## src/rtl/cmpm_pkg.sv

```systemverilog
package cmpm_pkg;

    typedef enum logic [2:0] {
        ST_IDLE = 3'd0,
        ST_ADDR = 3'd1,
        ST_SRC  = 3'd2,
        ST_DST  = 3'd3,
        ST_PREF = 3'd4
    } step_e;

    localparam logic [2:0] FC_USER_DATA  = 3'd1;
    localparam logic [2:0] FC_USER_PROG  = 3'd2;
    localparam logic [2:0] FC_SUPER_DATA = 3'd5;
    localparam logic [2:0] FC_SUPER_PROG = 3'd6;

    function automatic logic [2:0] fc_code(input logic sup, input logic prog);
        if (sup) return prog ? FC_SUPER_PROG : FC_SUPER_DATA;
        return prog ? FC_USER_PROG : FC_USER_DATA;
    endfunction

endpackage

```

## src/rtl/cmpm_addr_unit.sv

```systemverilog
module cmpm_addr_unit #(
    parameter int ADDR_W = 32,
    parameter int INC    = 2
) (
    input  logic [ADDR_W-1:0] base,
    output logic [ADDR_W-1:0] sum
);
    localparam logic [ADDR_W-1:0] INC_V = ADDR_W'(INC);

    assign sum = base + INC_V;
endmodule

```

## src/rtl/cmpm_flag_alu.sv

```systemverilog
module cmpm_flag_alu #(
    parameter int DATA_W = 16
) (
    input  logic [DATA_W-1:0] op_a,
    input  logic [DATA_W-1:0] op_b,
    output logic              f_n,
    output logic              f_z,
    output logic              f_v,
    output logic              f_c
);
    logic [DATA_W:0] diff;

    always_comb begin
        diff = {1'b0, op_a} - {1'b0, op_b};
        f_n  = diff[DATA_W-1];
        f_z  = (diff[DATA_W-1:0] == '0);
        f_v  = (op_a[DATA_W-1] != op_b[DATA_W-1]) && (diff[DATA_W-1] != op_a[DATA_W-1]);
        f_c  = diff[DATA_W];
    end
endmodule

```

## src/rtl/cmpm_step_timer.sv

```systemverilog
module cmpm_step_timer #(
    parameter int PURE_CYC = 2,
    parameter int ACC_CYC  = 4
) (
    input  logic clk,
    input  logic rst_n,
    input  logic run,
    input  logic access,
    input  logic odd,
    input  logic bus_ack,
    output logic first,
    output logic step_end,
    output logic abort,
    output logic bus_req
);
    localparam int MAXC = (PURE_CYC > ACC_CYC) ? PURE_CYC : ACC_CYC;
    localparam int CW   = $clog2(MAXC + 1);
    localparam logic [CW-1:0] PURE_LAST = CW'(PURE_CYC - 1);
    localparam logic [CW-1:0] ACC_LAST  = CW'(ACC_CYC - 1);

    logic [CW-1:0] cnt_d, cnt_q;
    logic [CW-1:0] last;

    always_comb begin
        last     = access ? ACC_LAST : PURE_LAST;
        first    = run && (cnt_q == '0);
        abort    = first && access && odd;
        bus_req  = run && access && (cnt_q != '0);
        step_end = run && (cnt_q == last) && (!access || bus_ack);
        if (!run || step_end || abort)
            cnt_d = '0;
        else if (cnt_q < last)
            cnt_d = cnt_q + 1'b1;
        else
            cnt_d = cnt_q;
    end

    always_ff @(posedge clk) begin
        if (!rst_n) cnt_q <= '0;
        else        cnt_q <= cnt_d;
    end

    a_r8_req_held: assert property (@(posedge clk) disable iff (!rst_n)
        (bus_req && !bus_ack) |=> bus_req);
    a_r6_no_req_on_abort: assert property (@(posedge clk) disable iff (!rst_n)
        abort |-> !bus_req);
endmodule

```

## src/rtl/cmpm_seq.sv

```systemverilog
module cmpm_seq
    import cmpm_pkg::*;
#(
    parameter int ADDR_W   = 32,
    parameter int DATA_W   = 16,
    parameter int IDX_W    = 3,
    parameter int PURE_CYC = 2,
    parameter int ACC_CYC  = 4
) (
    input  logic              clk,
    input  logic              rst_n,
    input  logic              start,
    input  logic              super_mode,
    input  logic [IDX_W-1:0]  src_idx,
    input  logic [IDX_W-1:0]  dst_idx,
    input  logic [ADDR_W-1:0] pc_in,
    output logic              busy,
    output logic              done,
    output logic [IDX_W-1:0]  rf_raddr,
    input  logic [ADDR_W-1:0] rf_rdata,
    output logic              rf_we,
    output logic [IDX_W-1:0]  rf_waddr,
    output logic [ADDR_W-1:0] rf_wdata,
    output logic [ADDR_W-1:0] bus_addr,
    output logic              bus_req,
    input  logic              bus_ack,
    input  logic [DATA_W-1:0] bus_rdata,
    input  logic              ccr_x_in,
    output logic              ccr_we,
    output logic [4:0]        ccr_out,
    output logic              pc_we,
    output logic [ADDR_W-1:0] pc_wdata,
    output logic [DATA_W-1:0] irc,
    output logic              addr_err,
    output logic [ADDR_W-1:0] err_addr,
    output logic              err_read,
    output logic [2:0]        err_fc
);
    localparam int INC = DATA_W / 8;

    typedef struct packed {
        step_e             st;
        logic [IDX_W-1:0]  src;
        logic [IDX_W-1:0]  dst;
        logic [ADDR_W-1:0] aob;
        logic [ADDR_W-1:0] au;
        logic [ADDR_W-1:0] wb;
        logic [DATA_W-1:0] op1;
        logic [DATA_W-1:0] op2;
        logic [DATA_W-1:0] irc;
        logic              done;
        logic              pc_we;
    } seq_t;

    seq_t q, d;

    logic              run, access, first, step_end, abort;
    logic [ADDR_W-1:0] add_in, add_out;
    logic              f_n, f_z, f_v, f_c;

    cmpm_step_timer #(.PURE_CYC(PURE_CYC), .ACC_CYC(ACC_CYC)) u_timer (
        .clk      (clk),
        .rst_n    (rst_n),
        .run      (run),
        .access   (access),
        .odd      (q.aob[0]),
        .bus_ack  (bus_ack),
        .first    (first),
        .step_end (step_end),
        .abort    (abort),
        .bus_req  (bus_req)
    );

    cmpm_addr_unit #(.ADDR_W(ADDR_W), .INC(INC)) u_au (
        .base (add_in),
        .sum  (add_out)
    );

    cmpm_flag_alu #(.DATA_W(DATA_W)) u_alu (
        .op_a (q.op1),
        .op_b (q.op2),
        .f_n  (f_n),
        .f_z  (f_z),
        .f_v  (f_v),
        .f_c  (f_c)
    );

    always_comb begin
        run    = (q.st != ST_IDLE);
        access = (q.st == ST_SRC) || (q.st == ST_DST) || (q.st == ST_PREF);
        add_in = (q.st == ST_DST) ? pc_in : rf_rdata;

        d       = q;
        d.done  = 1'b0;
        d.pc_we = 1'b0;

        unique case (q.st)
            ST_IDLE: begin
                if (start) begin
                    d.st  = ST_ADDR;
                    d.src = src_idx;
                    d.dst = dst_idx;
                end
            end
            ST_ADDR: begin
                if (step_end) begin
                    d.aob = rf_rdata;
                    d.au  = add_out;
                    d.st  = ST_SRC;
                end
            end
            ST_SRC: begin
                if (abort) begin
                    d.st = ST_IDLE;
                end else if (step_end) begin
                    d.op1 = bus_rdata;
                    d.aob = rf_rdata;
                    d.au  = add_out;
                    d.st  = ST_DST;
                end
            end
            ST_DST: begin
                if (abort) begin
                    d.st = ST_IDLE;
                end else if (step_end) begin
                    d.op2 = bus_rdata;
                    d.wb  = q.au;
                    d.aob = pc_in;
                    d.au  = add_out;
                    d.st  = ST_PREF;
                end
            end
            ST_PREF: begin
                if (abort) begin
                    d.st = ST_IDLE;
                end else if (step_end) begin
                    d.irc   = bus_rdata;
                    d.done  = 1'b1;
                    d.pc_we = 1'b1;
                    d.st    = ST_IDLE;
                end
            end
            default: d.st = ST_IDLE;
        endcase
    end

    always_ff @(posedge clk) begin
        if (!rst_n) begin
            q <= '{st: ST_IDLE, default: '0};
        end else begin
            q <= d;
        end
    end

    always_comb begin
        busy     = run;
        done     = q.done;
        pc_we    = q.pc_we;
        pc_wdata = q.au;
        irc      = q.irc;
        bus_addr = q.aob;
        rf_raddr = (q.st == ST_SRC) ? q.dst : q.src;

        rf_we    = first && ((q.st == ST_SRC) || (q.st == ST_PREF));
        rf_waddr = (q.st == ST_PREF) ? q.dst : q.src;
        rf_wdata = (q.st == ST_PREF) ? q.wb : q.au;

        ccr_we   = first && (q.st == ST_PREF);
        ccr_out  = {ccr_x_in, f_n, f_z, f_v, f_c};

        addr_err = abort;
        err_addr = abort ? q.aob : '0;
        err_read = abort;
        err_fc   = abort ? fc_code(super_mode, q.st == ST_PREF) : 3'd0;
    end

    a_r6_no_odd_strobe: assert property (@(posedge clk) disable iff (!rst_n)
        bus_req |-> !bus_addr[0]);
    a_r6_abort_stops: assert property (@(posedge clk) disable iff (!rst_n)
        addr_err |=> (!busy && !bus_req && !rf_we && !ccr_we));
    a_r5_flags_single: assert property (@(posedge clk) disable iff (!rst_n)
        ccr_we |=> !ccr_we);
    a_r1_idle_quiet: assert property (@(posedge clk) disable iff (!rst_n)
        !busy |-> (!bus_req && !rf_we && !addr_err));
    a_r7_end_excl: assert property (@(posedge clk) disable iff (!rst_n)
        $onehot0({done, addr_err}));
endmodule

```

## config.mk

```make
export PLATFORM = sky130hd
export DESIGN_NAME = cmpm_seq
export DESIGN_NICKNAME = d
export VERILOG_FILES = /design/src/rtl/cmpm_pkg.sv /design/src/rtl/cmpm_addr_unit.sv /design/src/rtl/cmpm_flag_alu.sv /design/src/rtl/cmpm_step_timer.sv /design/src/rtl/cmpm_seq.sv
export SDC_FILE = /design/constraint.sdc
export NUM_CORES = 1
export LEC_CHECK = 0
export BUFFER_PORTS_ARGS = -buffer_cell sky130_fd_sc_hd__buf_2
export CAP_MARGIN = 20
export CORE_AREA = 3 3 139 141
export DETAILED_ROUTE_END_ITERATION = 16
export DIE_AREA = 0 0 142 144
export PLACE_DENSITY = 0.82
export SLEW_MARGIN = 20
export SYNTH_ARGS = -nofsm -noshare
export SYNTH_HDL_FRONTEND = slang
export SYNTH_SLANG_ARGS = --single-unit
```

## constraint.sdc

```tcl
create_clock -name clk -period 3.6 [get_ports clk]
set_input_delay 0.72 -clock clk [delete_from_list [all_inputs] [get_ports clk]]
set_output_delay 0.72 -clock clk [all_outputs]
set_load 0.01 [all_outputs]
```

Word level (Yosys, flattened, before mapping)
Index checks and enable logic that the tools add are counted.

Bits in registers: 158. Input port bits: 92. Output and inout bits: 166. Word-level logic and storage cells: 93.

Add/subtract/negate cells: 3. Magnitude comparators: 1. Equality and inequality tests: 15. Muxes and demuxes: 27. Bitwise gates (word level): 3. Reductions and logical operators: 32.

Operators by type and width (count): 96-bit two-way mux (2); 64-bit case mux with 3 select lines (1); 64-bit two-way mux (2); 32-bit two-way mux (3); 3-bit two-way mux (12); 32-bit by 2-bit adder with 32-bit output (second input constant) (1); 16-bit by 16-bit subtractor with 17-bit output (1); 16-bit zero test (1); 3-bit case mux with 5 select lines (1); 1-bit logical AND (10); 2-bit != test (second input constant) (5); 9-bit two-way mux (1); 3-bit != test (second input constant) (3); 3-bit AND reduction (3); 3-bit nonzero test (3); 2-bit two-way mux (4); 3-bit by 2-bit == test with 1-bit output (second input constant) (2); 3-bit zero test (2); 1-bit logical OR (6); 5-bit AND reduction (1); 4-bit AND reduction (1); 3-bit by 1-bit adder with 3-bit output (second input constant) (1); 3-bit by 1-bit == test with 1-bit output (second input constant) (1); 3-bit == test (1); 9 further kinds (13).

Logic depth before layout (Yosys ltp)
Depth after elaboration: 10. Mapped depth: 16. Depth with buffers taken out: 10.

Hierarchy
A second synthesis with hierarchy kept.

Cell total of the unflattened synthesis: 1305. Area total of the unflattened synthesis: 10113.4 sq um.

Modules (own cells, without submodules): cmpm_seq (instances 1, cells each 1050, area each 8333.0 sq um, sequential area each 3083.0 sq um); cmpm_flag_alu (instances 1, cells each 146, area each 970.9 sq um, sequential area each 0.0 sq um); cmpm_addr_unit (instances 1, cells each 81, area each 575.6 sq um, sequential area each 0.0 sq um); cmpm_step_timer (instances 1, cells each 28, area each 234.0 sq um, sequential area each 60.1 sq um).

Worst setup path after synthesis
OpenSTA, ideal clock, no wires.

Kind: reg2reg. Start point: register q[153] (netlist bit). End point: register q (netlist bit pc_wdata[15]). Library setup time: 0.095 ns. Arrival time: 3.165 ns. Required time: 3.505 ns. Slack: 0.340 ns. Cell stages (with the launch flop): 15. Path buffers: 6. Clock period less this slack: 3.260 ns. Cells stage by stage: dfxtp_1 -> buf_6 -> nand3b_2 -> buf_8 -> buf_4 -> buf_2 -> buf_1 -> clkbuf_1 -> nand2_1 -> nand2_1 -> ha_1 -> nand3b_1 -> nor3_1 -> or3b_1 -> o311ai_1.

Longest elaborated chain between the ends: 10. Elaborated cells between the ends (all ways): 28. Those cells by class: add/sub: 1; eq/ne: 8; mux: 7; reduce/logical: 12.

Ends and longest elaborated chain: start: declaration (line cmpm_seq.sv:55) `seq_t q, d;`; start signal: assignment (line cmpm_seq.sv:149) `q <= '{st: ST_IDLE, default: '0};`; start signal: assignment (line cmpm_seq.sv:151) `q <= d;`; branches (longest 10 deep; another with 32-bit by 2-bit adder with 32-bit output).

Several ways; the timed one is not identified. The select of a mux whose other input is x is not followed. A chain may end at the register's enable or synchronous reset.

Worst setup path after layout
Start point: register q[20] (netlist bit). End point: output ccr_out[2].

Longest elaborated chain between the ends: 2.

Ends and longest elaborated chain: 16-bit by 16-bit subtractor with 17-bit output (line cmpm_flag_alu.sv:14) `diff = {1'b0, op_a} - {1'b0, op_b};`; 16-bit zero test (line cmpm_flag_alu.sv:16) `f_z = (diff[DATA_W-1:0] == '0);`; end: declaration (line cmpm_seq.sv:30) `output logic [4:0] ccr_out,`.

Every way passes these cells.

==> out/results.tsv <==
stage	metric	value	unit
cells_and_area	Finished Cell Area	10900	um2
power_and_ir_drop	Leak	0.00483	uW
power_and_ir_drop	power density of the placed cells	380	nW/um2
cells_and_area	Ant. Diodes	0	
grt	antenna violations before repair	0	
min_path	Hold WC Path Type	reg -> reg	
place	pre-CTS setup slack	-23.7	ps
synth	share of the synthesized area in the top cell type	34.2	%
sta	final period utilization	98.5	%
sta	final worst-path setup slack	52.9	ps
worst_setup_path	kind of start point of the critical path	flop	
synth	Netlist cell types	68	
floorplan	DIE HEIGHT	144	um
detailed_routing	drt total wl	26700	um
grt	vias in the first global route	8231	
floorplan	DIE WIDTH	142	um
detailed_routing	Detailed Routing Iterations Pass 1	5	
detailed_routing	Antenna Nets Post-Route	0	
synth	net count after synthesis	1292	
synth	register area share after synthesis	34.2	%
synth	#FFs+latches synth	157	
place	Cell Area, Placed	10100	um2
synth	Mapped Area	9180	um2
cells_and_area	Final Util	60.2	%
cells_and_area	Nets	1436	
synth	ys async rst share	0	%
worst_setup_path	CP Cell Sequence	inv_1 > ha_1 > nor2b_2 > o31ai_2 > a211o_1 > o21ai_1 > or3_1 > a2111oi_2 > buf_2	
floorplan	num ports	258	
sta	Clock Skew	13.2	ps
grt	first-pass GRT wire length	42200	um
clocking	H-tree Lvls	4	
sta	fin. max-slew vios	0	
floorplan	full die area	20400	um2
floorplan	row count	49	
synth	synthesized instance count	1179	
synth	Syn Area/Cell	7.79	um2
sta	endpoints failing setup	0	
job	Max Cap Violations	0	
cells_and_area	P&R area growth vs syn	18.5	%
cells_and_area	fraction of layout cells with a size suffix above 1	30.8	%
outcome	outcome	finished, final reports clean	
floorplan	initial core utilization	50.8	%
cells_and_area	number of fill cells	1593	
grt	total track usage	25.6	%
synth	top post-synthesis cells by area	dfxtp_1 (34%), nand2_1 (9.8%), buf_4 (7.3%)	
synth	Synth warnings	0	
clocking	Clock Tree Buf Depth	2	
synth	ys flop type	dfxtp_1	
place	hpwl dp	19300	um
detailed_routing	DR WL/cell	17.0	um
clocking	Clock Latency Late Sink	420	ps
power_and_ir_drop	VDD IR max	0.303	mV
sta	Peak Freq	0.282	GHz
clocking	Hold Buf Count CTS	0	
sta	slew margin rel.	47.8	%
place	port bufs	255	
floorplan	Core ar.	18100	um2
worst_setup_path	CP max-delay cell	or3_1	
worst_setup_path	CP Class	reg -> out	
detailed_routing	# DRC	0	
clocking	CTS sink cnt	157	
worst_setup_path	CP required	2880	ps
synth	EDFF count, synth	0	
detailed_routing	DR vias	8769	
detailed_routing	vias per cell	5.60	
worst_setup_path	crit path DAT	2830	ps
synth	largest area contributor in the synthesized netlist	dfxtp_1	
clocking	CTS tree	yes	
clocking	root buffer cell	clkbuf_16	
clocking	Num CTS Buffers	17	
clocking	clk slew on worst S/H paths	60	ps
grt	Congestion Overflow GR	0	
grt	pin count of the biggest net entering global routing	72	
place	routability cong.	0.918	
detailed_routing	initial detailed-routing violation count	491	
worst_setup_path	Setup crit end kind	output pin	
sta	Tmin final	3550	ps
sta	Fin. Hold Viols	0	
worst_setup_path	delay of the slowest critical-path stage	370	ps
sta	unrepaired setup endpoints after global routing	true	
sta	Worst Tran Pin Value	781	ps
sta	final hold slack	450	ps
worst_setup_path	Crit Path Max Fanout	4	
==> state kept, by name, indices dropped and copies added, names as in the netlist <==
| signal | count |
|---|---|
| q | 73 |
| bus_addr | 32 |
| pc_wdata | 32 |
| irc | 16 |
| u_timer.cnt_q | 3 |
| done | 1 |
==> final timing paths <==
kind                start           end  slack [ps]  cells past startpoint
setup / recovery    q[20]    ccr_out[2]          50                      9
hold / removal    irc[10]       irc[10]         450                      2
setup reg to reg   q[153]  pc_wdata[19]         260                      6
hold reg to reg   irc[10]       irc[10]         450                      2
==> routing by layer <==
metal | vias to the layer above | share of wire, % | wire (um) | GRT usage (%)
li1 | 4273 | - | - | -
met1 | 4105 | 41 | 11000 | 31.7
met2 | 340 | 49 | 13100 | 43.9
met3 | 51 | 6.9 | 1830 | 5.32
met4 | 0 | 2.8 | 743 | 9.65
met5 | - | 0 | 0 | 0
==> final cells by class <==
type / instances / area [um2] / share of cell area [%]
multi-input combinational: 836 / 5180 / 47.6
sequential: 157 / 3150 / 28.9
timing repair buffer: 289 / 1580 / 14.5
clock buffer: 24 / 492 / 4.52
tap: 229 / 287 / 2.63
clock inverter: 8 / 106 / 0.977
inverter: 22 / 83.8 / 0.770
==> what timing repair did <==
action                     4_1_cts  5_1_grt
pin swaps                       16        7
gates resized for setup         30       14
buffers inserted                 2        1
setup endpoints to repair        1        3
cloned                           0        0
hold endpoints to repair         0        0
==> layout by cell type (no fill, tap or decap), types with 7 or more instances in the layout <==
| cell type | count |
|---|---|
| clkbuf_16 | 17 |
| ha_1 | 15 |
| inv_1 | 19 |
| nor3_1 | 15 |
| and2_1 | 38 |
| a221oi_1 | 25 |
| o21ai_0 | 44 |
| a21oi_1 | 104 |
| nand3_1 | 45 |
| mux2_2 | 42 |
| nand4_1 | 16 |
| mux2i_1 | 29 |
| o211ai_1 | 9 |
| dfxtp_1 | 151 |
| nand2_1 | 239 |
| xnor2_1 | 9 |
| o21a_1 | 9 |
| nor2_1 | 70 |
| nand2b_1 | 7 |
| xor2_1 | 7 |
| buf_2 | 255 |
| or3_1 | 12 |
| buf_4 | 30 |
==> where the power goes <==
| group | switching [uW] | leakage (uW) | internal (uW) |
|---|---|---|---|
| clock | 722 | 0.000287 | 1100 |
| combinational | 290 | 0.00327 | 198 |
| sequential | 43.5 | 0.00127 | 1780 |
==> synth_stat cells (3+ instances only) <==
| master | instances |
|---|---|
| and2_1 | 39 |
| inv_1 | 22 |
| clkbuf_1 | 62 |
| o21a_1 | 9 |
| nor3_1 | 16 |
| o21bai_1 | 3 |
| a21oi_1 | 104 |
| nand3_1 | 45 |
| nand4_1 | 16 |
| o311ai_1 | 4 |
| ha_1 | 20 |
| nand3b_1 | 3 |
| dfxtp_1 | 157 |
| and3_1 | 6 |
| buf_2 | 8 |
| nor4_1 | 4 |
| xnor2_1 | 10 |
| a221oi_1 | 27 |
| a21o_1 | 6 |
| a211oi_1 | 6 |
| buf_4 | 89 |
| nand2_1 | 240 |
| mux2_2 | 42 |
| xor2_1 | 8 |
| o21ai_0 | 45 |
| nor2b_1 | 5 |
| nor2_1 | 72 |
| or3_1 | 13 |
| mux2i_1 | 29 |
| o211ai_1 | 9 |
| nand2b_1 | 7 |
| a31oi_1 | 6 |
==> worst max-delay path, delay by kind of cell, from the launching register on <==
family	cells	cell delay [ps]
adders and majority gates	1	300
DFF	1	330
AOI/OAI and AO/OA	4	1010
buffers and inverters	2	220
and+or+nand+nor	2	540
==> kinds of logic (layout without fill, tap and decap cells) <==
logic type	Yosys count	count (layout)	share of synthesized area, %
fa+ha+maj	21	21	2.94
flops	157	157	34.2
buf+inv	186	343	11.6
mux	71	71	8.31
simple gates	484	484	24.6
xor+xnor	18	18	1.72
compound gates	242	242	16.5
==> stage by stage <==
| step | std cells | total power, uW | TNS (ps) |
|---|---|---|---|
| final | 1565 | 4140 | 0 |
| after global routing | 1565 | 4290 | -156 |
| after CTS | 1564 | 4160 | 0 |
| after detailed placement | 1532 | 2330 | -23.7 |
| after global placement | 1532 | 2320 | 0 |
| after floorplan | 1179 | 2180 | 0 |
(Power assumes the default switching activity.)
